$ cat src/rtl/lsr_pkg.sv
package lsr_pkg;

    localparam int LSR_LEN_W = 2;
    localparam int LSR_CYC_W = 4;

    // status byte bit positions
    localparam int FLG_C = 0;
    localparam int FLG_Z = 1;
    localparam int FLG_N = 7;

    localparam logic [7:0] OPC_ACC   = 8'h4A;
    localparam logic [7:0] OPC_ABS   = 8'h4E;
    localparam logic [7:0] OPC_DP    = 8'h46;
    localparam logic [7:0] OPC_ABS_X = 8'h5E;
    localparam logic [7:0] OPC_DP_X  = 8'h56;

    typedef enum logic [2:0] {
        ST_IDLE,
        ST_RD_LO,
        ST_RD_HI,
        ST_CALC,
        ST_WR_LO,
        ST_WR_HI
    } lsr_state_e;

    typedef struct packed {
        logic                 valid;
        logic                 is_mem;
        logic [LSR_LEN_W-1:0] len;
        logic [LSR_CYC_W-1:0] cyc;
    } lsr_timing_t;

endpackage

$ cat src/rtl/lsr_timing.sv
module lsr_timing
    import lsr_pkg::*;
(
    input  logic [7:0]  opcode,
    input  logic        byte_mode,
    input  logic        dp_low_nz,
    input  logic        page_cross,
    input  logic        compat,
    output lsr_timing_t info
);
    localparam logic [LSR_CYC_W-1:0] WIDE_EXTRA = LSR_CYC_W'(2);
    localparam logic [LSR_CYC_W-1:0] ONE        = LSR_CYC_W'(1);

    logic [LSR_CYC_W-1:0] base_cyc;
    logic [LSR_LEN_W-1:0] base_len;
    logic                 known;
    logic                 mem_form;
    logic                 dp_form;
    logic                 idx_abs;

    always_comb begin
        known    = 1'b1;
        mem_form = 1'b1;
        dp_form  = 1'b0;
        idx_abs  = 1'b0;
        base_len = '0;
        base_cyc = '0;
        unique case (opcode)
            OPC_ACC: begin
                mem_form = 1'b0;
                base_len = LSR_LEN_W'(1);
                base_cyc = LSR_CYC_W'(2);
            end
            OPC_ABS: begin
                base_len = LSR_LEN_W'(3);
                base_cyc = LSR_CYC_W'(6);
            end
            OPC_DP: begin
                dp_form  = 1'b1;
                base_len = LSR_LEN_W'(2);
                base_cyc = LSR_CYC_W'(5);
            end
            OPC_ABS_X: begin
                idx_abs  = 1'b1;
                base_len = LSR_LEN_W'(3);
                base_cyc = LSR_CYC_W'(7);
            end
            OPC_DP_X: begin
                dp_form  = 1'b1;
                base_len = LSR_LEN_W'(2);
                base_cyc = LSR_CYC_W'(6);
            end
            default: begin
                known    = 1'b0;
                mem_form = 1'b0;
            end
        endcase
    end

    always_comb begin
        info.valid  = known;
        info.is_mem = mem_form;
        info.len    = base_len;
        info.cyc    = base_cyc
                    + ((mem_form && !byte_mode) ? WIDE_EXTRA : '0)
                    + ((dp_form && dp_low_nz) ? ONE : '0)
                    - ((idx_abs && compat && !page_cross) ? ONE : '0);
    end

endmodule

$ cat src/rtl/lsr_shifter.sv
module lsr_shifter
    import lsr_pkg::*;
#(
    parameter int DATA_W = 16,
    parameter int BYTE_W = 8
) (
    input  logic [DATA_W-1:0] val,
    input  logic              byte_mode,
    input  logic [7:0]        flags_in,
    output logic [DATA_W-1:0] res,
    output logic [7:0]        flags_out
);
    logic [DATA_W-1:0] wide_res;
    logic [BYTE_W-1:0] narrow_res;

    always_comb begin
        wide_res   = val >> 1;
        narrow_res = val[BYTE_W-1:0] >> 1;
        if (byte_mode) begin
            res = {val[DATA_W-1:BYTE_W], narrow_res};
        end else begin
            res = wide_res;
        end
        flags_out        = flags_in;
        flags_out[FLG_C] = val[0];
        if (byte_mode) begin
            flags_out[FLG_Z] = (narrow_res == '0);
            flags_out[FLG_N] = narrow_res[BYTE_W-1];
        end else begin
            flags_out[FLG_Z] = (wide_res == '0);
            flags_out[FLG_N] = wide_res[DATA_W-1];
        end
    end

endmodule

$ cat src/rtl/lsr_exec_unit.sv
module lsr_exec_unit
    import lsr_pkg::*;
#(
    parameter int ADDR_W = 24
) (
    input  logic                 clk,
    input  logic                 rst_n,
    input  logic                 start,
    input  logic [7:0]           opcode,
    input  logic                 acc_byte_mode,
    input  logic [7:0]           dp_reg_lo,
    input  logic                 page_cross,
    input  logic                 compat_mode,
    input  logic [ADDR_W-1:0]    eff_addr,
    input  logic [15:0]          acc_in,
    input  logic [7:0]           flags_in,
    output logic                 mem_req,
    output logic                 mem_we,
    output logic [ADDR_W-1:0]    mem_addr,
    output logic [7:0]           mem_wdata,
    input  logic [7:0]           mem_rdata,
    input  logic                 mem_ready,
    output logic                 busy,
    output logic                 done,
    output logic                 bad_opcode,
    output logic [15:0]          acc_out,
    output logic [7:0]           flags_out,
    output logic [LSR_LEN_W-1:0] instr_len,
    output logic [LSR_CYC_W-1:0] cycle_count
);
    localparam int DATA_W = 16;
    localparam int BYTE_W = 8;
    localparam logic [ADDR_W-1:0] ADDR_STEP = ADDR_W'(1);

    typedef struct packed {
        lsr_state_e           st;
        logic                 bm;
        logic [ADDR_W-1:0]    addr;
        logic [DATA_W-1:0]    opnd;
        logic [DATA_W-1:0]    res;
        logic [DATA_W-1:0]    acc;
        logic [7:0]           flg;
        logic [LSR_LEN_W-1:0] len;
        logic [LSR_CYC_W-1:0] cyc;
        logic                 bad;
        logic                 done;
    } unit_state_t;

    unit_state_t cur_q, nxt_d;

    lsr_timing_t       tinfo;
    logic [DATA_W-1:0] sh_in;
    logic              sh_bm;
    logic [7:0]        sh_flg_in;
    logic [DATA_W-1:0] sh_res;
    logic [7:0]        sh_flg;
    logic              in_idle;

    assign in_idle = (cur_q.st == ST_IDLE);

    lsr_timing u_timing (
        .opcode     (opcode),
        .byte_mode  (acc_byte_mode),
        .dp_low_nz  (dp_reg_lo != 8'h00),
        .page_cross (page_cross),
        .compat     (compat_mode),
        .info       (tinfo)
    );

    always_comb begin
        sh_in     = in_idle ? acc_in        : cur_q.opnd;
        sh_bm     = in_idle ? acc_byte_mode : cur_q.bm;
        sh_flg_in = in_idle ? flags_in      : cur_q.flg;
    end

    lsr_shifter #(
        .DATA_W (DATA_W),
        .BYTE_W (BYTE_W)
    ) u_shift (
        .val       (sh_in),
        .byte_mode (sh_bm),
        .flags_in  (sh_flg_in),
        .res       (sh_res),
        .flags_out (sh_flg)
    );

    always_comb begin
        nxt_d      = cur_q;
        nxt_d.done = 1'b0;
        unique case (cur_q.st)
            ST_IDLE: begin
                if (start) begin
                    nxt_d.bm   = acc_byte_mode;
                    nxt_d.addr = eff_addr;
                    nxt_d.acc  = acc_in;
                    nxt_d.flg  = flags_in;
                    nxt_d.bad  = !tinfo.valid;
                    nxt_d.len  = tinfo.valid ? tinfo.len : '0;
                    nxt_d.cyc  = tinfo.valid ? tinfo.cyc : '0;
                    if (!tinfo.valid) begin
                        nxt_d.done = 1'b1;
                    end else if (!tinfo.is_mem) begin
                        nxt_d.acc  = sh_res;
                        nxt_d.flg  = sh_flg;
                        nxt_d.done = 1'b1;
                    end else begin
                        nxt_d.opnd = '0;
                        nxt_d.st   = ST_RD_LO;
                    end
                end
            end
            ST_RD_LO: begin
                if (mem_ready) begin
                    nxt_d.opnd[BYTE_W-1:0] = mem_rdata;
                    nxt_d.st = cur_q.bm ? ST_CALC : ST_RD_HI;
                end
            end
            ST_RD_HI: begin
                if (mem_ready) begin
                    nxt_d.opnd[DATA_W-1:BYTE_W] = mem_rdata;
                    nxt_d.st = ST_CALC;
                end
            end
            ST_CALC: begin
                nxt_d.res = sh_res;
                nxt_d.flg = sh_flg;
                nxt_d.st  = ST_WR_LO;
            end
            ST_WR_LO: begin
                if (mem_ready) begin
                    if (cur_q.bm) begin
                        nxt_d.st   = ST_IDLE;
                        nxt_d.done = 1'b1;
                    end else begin
                        nxt_d.st = ST_WR_HI;
                    end
                end
            end
            ST_WR_HI: begin
                if (mem_ready) begin
                    nxt_d.st   = ST_IDLE;
                    nxt_d.done = 1'b1;
                end
            end
            default: nxt_d.st = ST_IDLE;
        endcase
    end

    always_ff @(posedge clk) begin
        if (!rst_n) begin
            cur_q    <= '0;
            cur_q.st <= ST_IDLE;
        end else begin
            cur_q <= nxt_d;
        end
    end

    always_comb begin
        mem_req   = (cur_q.st == ST_RD_LO) || (cur_q.st == ST_RD_HI)
                 || (cur_q.st == ST_WR_LO) || (cur_q.st == ST_WR_HI);
        mem_we    = (cur_q.st == ST_WR_LO) || (cur_q.st == ST_WR_HI);
        mem_addr  = ((cur_q.st == ST_RD_HI) || (cur_q.st == ST_WR_HI))
                  ? cur_q.addr + ADDR_STEP : cur_q.addr;
        mem_wdata = (cur_q.st == ST_WR_HI) ? cur_q.res[DATA_W-1:BYTE_W]
                                           : cur_q.res[BYTE_W-1:0];
    end

    assign busy        = !in_idle;
    assign done        = cur_q.done;
    assign bad_opcode  = cur_q.bad;
    assign acc_out     = cur_q.acc;
    assign flags_out   = cur_q.flg;
    assign instr_len   = cur_q.len;
    assign cycle_count = cur_q.cyc;

    AST_REQ_HOLD: assert property (@(posedge clk) disable iff (!rst_n)
        mem_req && !mem_ready |=> mem_req && $stable(mem_addr)
                                  && $stable(mem_we) && $stable(mem_wdata));
    AST_IDLE_QUIET: assert property (@(posedge clk) disable iff (!rst_n)
        !busy |-> !mem_req);
    AST_DONE_PULSE: assert property (@(posedge clk) disable iff (!rst_n)
        done |=> !done);
    AST_BAD_KEEPS: assert property (@(posedge clk) disable iff (!rst_n)
        done && bad_opcode |-> acc_out == $past(acc_in)
                               && flags_out == $past(flags_in));
    AST_NEG_ZERO: assert property (@(posedge clk) disable iff (!rst_n)
        done && !bad_opcode |-> !flags_out[FLG_N]);
    AST_CYC_RANGE: assert property (@(posedge clk) disable iff (!rst_n)
        done && !bad_opcode |-> cycle_count >= 4'd2 && cycle_count <= 4'd9
                                && instr_len != '0);

endmodule

$ cat config.mk
export PLATFORM = sky130hd
export DESIGN_NAME = lsr_exec_unit
export DESIGN_NICKNAME = d
export VERILOG_FILES = /design/src/rtl/lsr_pkg.sv /design/src/rtl/lsr_timing.sv /design/src/rtl/lsr_shifter.sv /design/src/rtl/lsr_exec_unit.sv
export SDC_FILE = /design/constraint.sdc
export NUM_CORES = 1
export LEC_CHECK = 0
export ABC_AREA = 1
export BUFFER_PORTS_ARGS = -buffer_cell sky130_fd_sc_hd__buf_2
export CORE_UTILIZATION = 49
export CTS_BUF_LIST = sky130_fd_sc_hd__clkbuf_4 sky130_fd_sc_hd__clkbuf_8
export CTS_CLUSTER_SIZE = 40
export DETAILED_ROUTE_END_ITERATION = 10
export GPL_TIMING_DRIVEN = 0
export HOLD_SLACK_MARGIN = 0.12
export PLACE_DENSITY = 0.78
export SLEW_MARGIN = 20
export SYNTH_ARGS = -nofsm -noshare
export SYNTH_HDL_FRONTEND = slang
export SYNTH_SLANG_ARGS = --single-unit
$ cat constraint.sdc
create_clock -name clk -period 2.05 [get_ports clk]
set_clock_uncertainty 0.05 [all_clocks]
set_input_delay 0.1025 -clock clk [delete_from_list [all_inputs] [get_ports clk]]
set_output_delay 0.1025 -clock clk [all_outputs]
set_load 0.02 [all_outputs]
# Yosys cells after proc, flatten, opt, wreduce, memory -nomap -nowiden

Cells that the tools add are included.

Flip-flop bits (word level): 92
Input port bits: 79
Logic and storage cells: 106

$add $sub $neg: 4
Equal/unequal tests: 17
Multiplexer cells: 43
Reduce and logical (&&, ||, !) cells: 30

Operators by type and width:

| cell                                                            | number |
|---|---|
| 16-bit two-way mux                                              | 5 |
| 24-bit two-way mux                                              | 3 |
| 8-bit case mux with 2 select lines                              | 3 |
| 44-bit two-way mux                                              | 1 |
| 8-bit by 7-bit == test with 1-bit output, second input constant | 5 |
| 24-bit by 1-bit adder with 24-bit output, second input constant | 1 |
| 3-bit two-way mux                                               | 7 |
| 3-bit case mux with 6 select lines                              | 1 |
| 16-bit logical NOT                                              | 1 |
| 8-bit two-way mux                                               | 2 |
| 1-bit two-way mux                                               | 14 |
| 3-bit case mux with 4 select lines                              | 1 |
| 2-bit inequality test, second input constant                    | 5 |
| 5-bit AND reduction                                             | 2 |
| 8-bit logical NOT                                               | 1 |
| 8-bit nonzero test                                              | 1 |
| 7-bit two-way mux                                               | 1 |
| 7-bit AND reduction                                             | 1 |
| 3-bit by 2-bit == test with 1-bit output, second input constant | 2 |
| 3-bit == test, second input constant                            | 2 |
| 2-bit case mux with 3 select lines                              | 1 |
| 2-bit nonzero test                                              | 3 |
| 2-bit OR reduction                                              | 3 |
| 1-bit logical OR                                                | 5 |
| other kinds (14)                                                | 23 |

# Depth between registers and ports, before layout

Gate-level depths: netlist of run 1.

Word-level depth: 11
Mapped depth: 14
Depth with buffers taken out: 14

# Hierarchy

From an unflattened synthesis of run 1, not the netlist that was laid out.

Cells, all modules: 878
Area, all modules: 5681.7 sq um

By module, submodules not included:

| module        | times used | cells an instance | area each (sq um) | sequential area each (sq um) |
|---|---|---|---|---|
| lsr_exec_unit | 1          | 767               | 5066.1            | 1841.8 |
| lsr_timing    | 1          | 60                | 332.8             | 0.0 |
| lsr_shifter   | 1          | 51                | 282.8             | 0.0 |

# Worst setup path before layout of run 1

OpenSTA, ideal clock, no wires.

Path type: input port to flip-flop
From: input opcode[7]
To: register cur_q, in the netlist cycle_count[2]
Setup time: 0.118 ns
Arrival time: 1.858 ns
Setup slack: 0.025 ns
Cell stages on the path: 12
Buffers on the path: 0
Cell sequence: inv_1 -> nand3_1 -> nor3_4 -> inv_1 -> nand2_1 -> a21oi_1 -> ha_1 -> inv_1 -> fa_1 -> xor2_1 -> nand2_1 -> a21oi_1

Cells in the longest elaborated chain, start to end: 9
Elaborated cells on any way between the ends: 25
Classes of those cells: 3 x add/sub; 5 x eq/ne; 9 x mux; 8 x reduce/logical

Ends and longest elaborated chain:

| what                                     | line                 | text |
|---|---|---|
| start: declaration                       | lsr_exec_unit.sv:9   | `input logic [7:0] opcode,` |
| 8-bit by 7-bit == test with 1-bit output | lsr_timing.sv:28     | `unique case (opcode)` |
| 4-bit OR reduction (no line)             | n/a                  |  |
| 1-bit two-way mux                        | lsr_timing.sv:28     |  |
| 1-bit logical AND                        | lsr_timing.sv:65     | `+ ((mem_form && !byte_mode) ? WIDE_EXTRA : '0)` |
| 2-bit two-way mux                        | lsr_timing.sv:65     |  |
| 3-bit by 4-bit adder with 4-bit output   | lsr_timing.sv:65     |  |
| 4-bit adder                              | lsr_timing.sv:66     | `+ ((dp_form && dp_low_nz) ? ONE : '0)` |
| 4-bit subtractor                         | lsr_timing.sv:67     | `- ((idx_abs && compat && !page_cross) ? ONE : '0);` |
| 4-bit two-way mux (*)                    | lsr_exec_unit.sv:99  | `nxt_d.cyc = tinfo.valid ? tinfo.cyc : '0;` |
| end signal: assignment                   | lsr_exec_unit.sv:154 | `cur_q <= nxt_d;` |
| end: declaration                         | lsr_exec_unit.sv:49  | `unit_state_t cur_q, nxt_d;` |

Mark *: on every way between the ends. The rest lies on a longest branch, timed or not.
A chain may end at the register's enable or synchronous reset.

# Final worst setup path of run 1

From: register cur_q[65] (netlist name)
To: output mem_addr[14]

Cells in the longest elaborated chain, start to end: 2

Ends and longest elaborated chain:

| what                                     | line                 | text |
|---|---|---|
| 24-bit by 1-bit adder with 24-bit output | lsr_exec_unit.sv:163 | `? cur_q.addr + ADDR_STEP : cur_q.addr;` |
| 24-bit two-way mux                       | lsr_exec_unit.sv:163 |  |
| end: declaration                         | lsr_exec_unit.sv:19  | `output logic [ADDR_W-1:0] mem_addr,` |

Every way passes these cells.

==> impl_metrics.py, run 1 <==
metrics = {
    "floorplan": {
        "pin_count": 146,
        "die_h_um": 106,
        "rows": 37,
        "die_w_um": 106,
        "core_sq_um": 10500,
        "start_util_pct": 51.1,
        "fp.dieArea_sq_um": 11300,
    },
    "status": {
        "outcome": "complete, but fails checks",
        "failed_checks": "setup timing",
    },
    "layout": {
        "areaGrowthSynthToFinish_pct": 38.8,
        "instances_no_fill": 1136,
        "ff_latch_area_sq_um": 1880,
        "fin_nets": 1081,
        "antenna_cells": 0,
        "multiInputGateArea_sq_um": 2870,
        "layout-drive-gt1-share_pct": 30.2,
        "fillerInstances": 842,
    },
    "routing": {
        "dr.pass1.iters": 5,
        "drtIter0Drc": 440,
        "wl_met3_um": 1050,
        "drt-total-wl_um": 17000,
        "ant_nets": 0,
        "avgViaCountPerCell": 5.22,
        "drc": 0,
        "vias": 5927,
        "wl_met1_um": 7030,
        "wl_per_cell_um": 14.9,
        "met2_length_um": 8410,
        "routed.top_layer": "met4",
    },
    "grt": {
        "antenna_found_initial": 0,
        "grt_pass1_vias": 5551,
        "grt_max_degree": 16,
        "grt_pass1_wl_um": 26200,
        "overflow": 0,
        "track_usage_pct": 29.2,
    },
    "cts": {
        "path_clk_slew_ns": 0.09,
        "numCtsBuffers": 9,
        "numClockSinks": 92,
        "root_buffer": "clkbuf_8",
        "htreeDepth": 3,
        "worstSkewPairLatency_ns": 0.36,
        "clock_path_buffers": 2,
        "cts_tree": "done",
    },
    "critical_path": {
        "slowest_delay_ns": 0.37,
        "path_cells": "ha_4, nand2_4, nor3_4, nand3_4, nor2_4, nand2_2, nor2_4, xor2_1, buf_4",
        "crit_top_cell": "nor2_4",
        "crit_arrival_ns": 1.91,
        "required_ns": 1.90,
        "start_kind": "flip-flop",
        "endpoint_kind": "output port",
        "path_max_fanout": 3,
        "slowest_stage": "dfxtp_4",
        "path_class": "reg2out",
    },
    "sta": {
        "fin_ws_ns": -0.0106,
        "worstMarginPinSlew_ns": 0.641,
        "setup_violations": 2,
        "hold_viol_final": 0,
        "timing.fmax_ghz": 0.485,
        "finalCriticalPeriod_ns": 2.06,
        "final_max_slew_viol_count": 0,
        "rsz0062_at_grt": "true",
        "whs_ns": 0.132,
        "setup_tns_ns": -0.0139,
        "period_share_pct": 101,
        "maxSlewHeadroom_pct": 57.3,
    },
    "yosys": {
        "synthesis.area_sq_um": 5340,
        "yosysSeqAreaShare_pct": 34.5,
        "ys_ff_latch": 92,
        "syn_nets": 851,
        "yosys_warnings": 0,
        "yosysUniqueCellTypes": 41,
        "syn_avg_cell_area_sq_um": 6.98,
        "synthCells": 765,
    },
    "placed_design": {
        "port_buffers": 145,
        "gp_congestion": 0.887,
        "dp.cells": 1046,
        "hpwlAfterDp_um": 11400,
        "place_ws_ns": -0.319,
    },
    "power": {
        "peakVddDrop_mv": 0.558,
        "switchingPower_mw": 2.58,
        "p_leak_nw": 3.55,
        "p_int_mw": 3.84,
        "clock_power_share_pct": 23.4,
        "power_frac_seq_pct": 34.3,
        "p_sw_share_pct": 40.2,
        "p_comb_share_pct": 42.3,
        "power_mw": 6.42,
        "power_density_nw_per_um2": 866,
    },
    "job": {
        "drv_cap": 0,
    },
    "min_path": {
        "hold_class": "in2reg",
    },
}
==> cells in the mapped netlist, drive strengths merged <==
library cell | number | area (sq um)
nand2 | 231 | 952
inv | 98 | 378
dfxtp | 92 | 1840
a21oi | 74 | 374
o21ai | 52 | 287
buf | 46 | 342
nor2 | 42 | 225
nand3 | 30 | 188
xor2 | 17 | 149
o211ai | 16 | 120
nor3 | 15 | 97.6
nand4 | 12 | 75.1
a211oi | 11 | 92.6
clkbuf | 11 | 41.3
ha | 6 | 75.1
nor4 | 5 | 46.3
a31oi | 2 | 12.5
o21a | 2 | 15.0
clkinv | 1 | 3.75
fa | 1 | 20.0
nor3b | 1 | 7.51
==> logic make-up after synthesis <==
kind of cell             count (synthesis)  synth area share (%)
buffers and inverters                  156                  14.3
AND/OR/NAND/NOR                        336                  29.8
flip-flops                              92                  34.5
AO/OA/AOI/OAI                          157                  16.9
XOR/XNOR                                17                  2.79
adder cells (fa/ha/maj)                  7                  1.78
==> registers in the layout, indices dropped and copies added, names as in the netlist <==
name and flops:
cur_q 60, done 1, flags_out 8, cycle_count 4, bad_opcode 1, acc_out 16
instr_len 2
==> power groups by stage <==
stage          logic (mW)  clock network [mW]  registers [mW]
6_report             2.71                1.50            2.20
5_1_grt              2.94                1.59            2.23
4_1_cts              2.58                1.51            2.18
3_5_place_dp         2.44                   0            2.21
3_3_place_gp         2.43                   0            2.20
2_1_floorplan        1.78                   0            2.17
==> critical path, delay by kind of cell (launching register included) <==
kind          cells  cell delay (ns)
buf+inv           1             0.16
flops             1             0.37
simple gates      6             0.71
fa+ha+maj         1             0.15
xor+xnor          1             0.16
==> per-layer routing <==
layer  vias to the layer above  track usage [%]
li1                       2900                -
met1                      2725             35.8
met2                       257             52.1
met3                        45             3.56
met4                         0             10.7
met5                         -                0
==> metrics by stage <==
step,utilization (%),instance area (sq um)
finish,70.9,7410
global route,70.9,7410
CTS,68.7,7180
detailed placement,59.6,6240
global placement,59.6,6240
floorplan,-,5340
==> layout by cell type (no fill, tap or decap), drive strengths merged <==
master,instances
a211oi,11
a21oi,74
a31oi,2
buf,206
bufinv,3
clkbuf,21
clkinv,3
clkinvlp,1
dfxtp,92
dlygate4sd3,59
fa,1
ha,6
inv,98
nand2,231
nand3,30
nand4,12
nor2,42
nor3,15
nor3b,1
nor4,5
o211ai,16
o21a,2
o21ai,52
xor2,17
==> path summary, 6_finish.rpt <==
check	depth (start not counted)	from	slack [ns]	to
max reg2reg	9	cur_q[90]$_SDFFE_PN0P_	0.13	cur_q[45]$_SDFFE_PN0P_
min	4	mem_ready	0.13	done$_SDFF_PN0_
min reg2reg	2	cur_q[58]$_SDFFE_PN0P_	0.42	cur_q[58]$_SDFFE_PN0P_
max	9	cur_q[65]$_SDFFE_PN0P_	-0.01	mem_addr[14]
==> layout make-up <==
type	count	area share, %
clock inverters	6	1.50
plain buffers	57	5.16
well taps	136	2.30
inverters	99	5.25
clock buffers	10	1.86
repair buffers	219	19.8
multi-input cells	517	38.8
flip-flops and latches	92	25.3
==> timing repair <==
item,4_1_cts,5_1_grt
cloned,0,0
hold buffers,59,0
pin swaps,6,15
setup endpoints to repair,17,18
endpoints found under the hold margin,72,0
gates resized for setup,24,41
buffers inserted,3,12
No activity file was read; power rests on OpenSTA's default activity.
==> inputs of run 2 (changes only) <==
--- a/config.mk
+++ b/config.mk
@@ -12,8 +12,9 @@
 export CTS_CLUSTER_SIZE = 40
 export DETAILED_ROUTE_END_ITERATION = 10
 export GPL_TIMING_DRIVEN = 0
-export HOLD_SLACK_MARGIN = 0.12
+export HOLD_SLACK_MARGIN = 0.06
 export PLACE_DENSITY = 0.78
+export SKIP_CTS_REPAIR_TIMING = 1
 export SLEW_MARGIN = 20
 export SYNTH_ARGS = -nofsm -noshare
 export SYNTH_HDL_FRONTEND = slang
==> impl_metrics.py, run 2 (synthesis gave the netlist of run 1 again) <==
metrics = {
    "routing": {
        "drtIter0Drc": 373,
        "wl_per_cell_um": 14.3,
        "vias": 5744,
        "drc": 0,
        "drt-total-wl_um": 16000,
        "dr.pass1.iters": 7,
        "avgViaCountPerCell": 5.14,
        "ant_nets": 0,
    },
    "grt": {
        "grt_pass1_wl_um": 23900,
        "overflow": 0,
        "grt_max_degree": 16,
        "track_usage_pct": 26.7,
        "grt_pass1_vias": 5020,
        "antenna_found_initial": 0,
    },
    "cts": {
        "htreeDepth": 3,
        "numClockSinks": 92,
        "clock_path_buffers": 2,
        "numCtsBuffers": 9,
        "root_buffer": "clkbuf_8",
        "cts_tree": "done",
        "worstSkewPairLatency_ns": 0.36,
        "path_clk_slew_ns": 0.09,
    },
    "layout": {
        "areaGrowthSynthToFinish_pct": 35.0,
        "instances_no_fill": 1118,
        "largest_reg_flops": 60,
        "layout_common_cells": "213 x nand2_1, 144 x buf_2, 85 x inv_1, 81 x dfxtp_1, 73 x a21oi_1",
        "fin_nets": 1063,
        "top_register": "cur_q",
        "antenna_cells": 0,
        "final_area_sq_um": 7210,
        "final_common_cell": "nand2_1",
        "layout-drive-gt1-share_pct": 29.7,
    },
    "floorplan": {
        "rows": 37,
        "die_w_um": 106,
        "fp.dieArea_sq_um": 11300,
        "core_sq_um": 10500,
        "start_util_pct": 51.1,
        "pin_count": 146,
        "die_h_um": 106,
    },
    "sta": {
        "whs_ns": 0.0366,
        "period_share_pct": 102,
        "setup_violations": 2,
        "timing.fmax_ghz": 0.476,
        "hold_viol_final": 0,
        "finalCriticalPeriod_ns": 2.10,
        "fin_ws_ns": -0.0508,
        "final_max_slew_viol_count": 0,
        "maxSlewHeadroom_pct": 56.8,
        "rsz0062_at_grt": "true",
        "worstMarginPinSlew_ns": 0.648,
    },
    "status": {
        "failed_checks": "setup timing",
        "outcome": "complete, but fails checks",
    },
    "critical_path": {
        "start_kind": "flip-flop",
        "crit_arrival_ns": 1.95,
        "path_class": "reg2out",
        "path_max_fanout": 4,
        "endpoint_kind": "output port",
        "required_ns": 1.90,
    },
    "power": {
        "power_mw": 6.38,
        "peakVddDrop_mv": 0.572,
        "p_leak_nw": 3.47,
        "power_density_nw_per_um2": 884,
    },
    "min_path": {
        "hold_class": "in2reg",
    },
    "placed_design": {
        "place_ws_ns": -0.319,
        "port_buffers": 145,
        "hpwlAfterDp_um": 11400,
        "dp.cells": 1046,
        "postPlaceCellArea_sq_um": 6240,
        "gp_congestion": 0.887,
    },
    "job": {
        "drv_cap": 0,
    },
}
==> run 2: cell count changes in the layout (fill, tap and decap cells not counted), moves of 2 or more <==
cell,before,now
dlygate4sd3_1,59,46
buf_2,146,144
buf_4,49,47
dfxtp_2,7,5
dfxtp_1,78,81
==> run 2: through the flow <==
stage	utilization, %	TNS (ns)
CTS	62.0	-3.03
global route	68.9	-1.06
detailed placement	59.6	-0.881
global placement	59.6	-0.835
finish	68.9	-0.0998
floorplan	-	0
==> run 2: cell type report <==
cell class	instances	area (sq um)
Fill cell	882	3250
Multi-Input combinational cell	517	2850
Sequential cell	92	1870
Timing Repair Buffer	201	1310
Inverter	99	384
Buffer	57	383
Tap cell	136	170
Clock buffer	10	138
Clock inverter	6	111
==> run 2: worst paths after layout <==
| kind | endpoint | cells past startpoint | slack (ns) | start |
|---|---|---|---|---|
| worst max-delay path | mem_addr[14] | 8 | -0.05 | cur_q[67]$_SDFFE_PN0P_ |
| worst min-delay path | cur_q[73]$_SDFFE_PN0P_ | 3 | 0.04 | eff_addr[9] |
| worst min register to register | flags_out[3]$_SDFFE_PN0P_ | 2 | 0.42 | flags_out[3]$_SDFFE_PN0P_ |
| worst max register to register | cur_q[45]$_SDFFE_PN0P_ | 9 | 0.14 | cur_q[90]$_SDFFE_PN0P_ |
==> run 2: critical path, cell delays in order, from the launching register on <==
cell and delay [ns]:
dfxtp_1 0.41, inv_1 0.14, nor3_4 0.23, nand3_4 0.12, nor2_4 0.14, nand2_2 0.08, nor2_4 0.13, xor2_1 0.16
buf_4 0.16
==> run 2: where the power goes <==
part	internal [mW]	switching (mW)
clock network	0.843	0.669
registers	2.01	0.189
logic	0.968	1.70
==> run 2: layer usage <==
| metal | routed length, um | track usage [%] |
|---|---|---|
| met5 | 0 | 0 |
| met4 | 278 | 9.10 |
| met3 | 1020 | 3.07 |
| met2 | 7870 | 45.8 |
| met1 | 6860 | 34.8 |
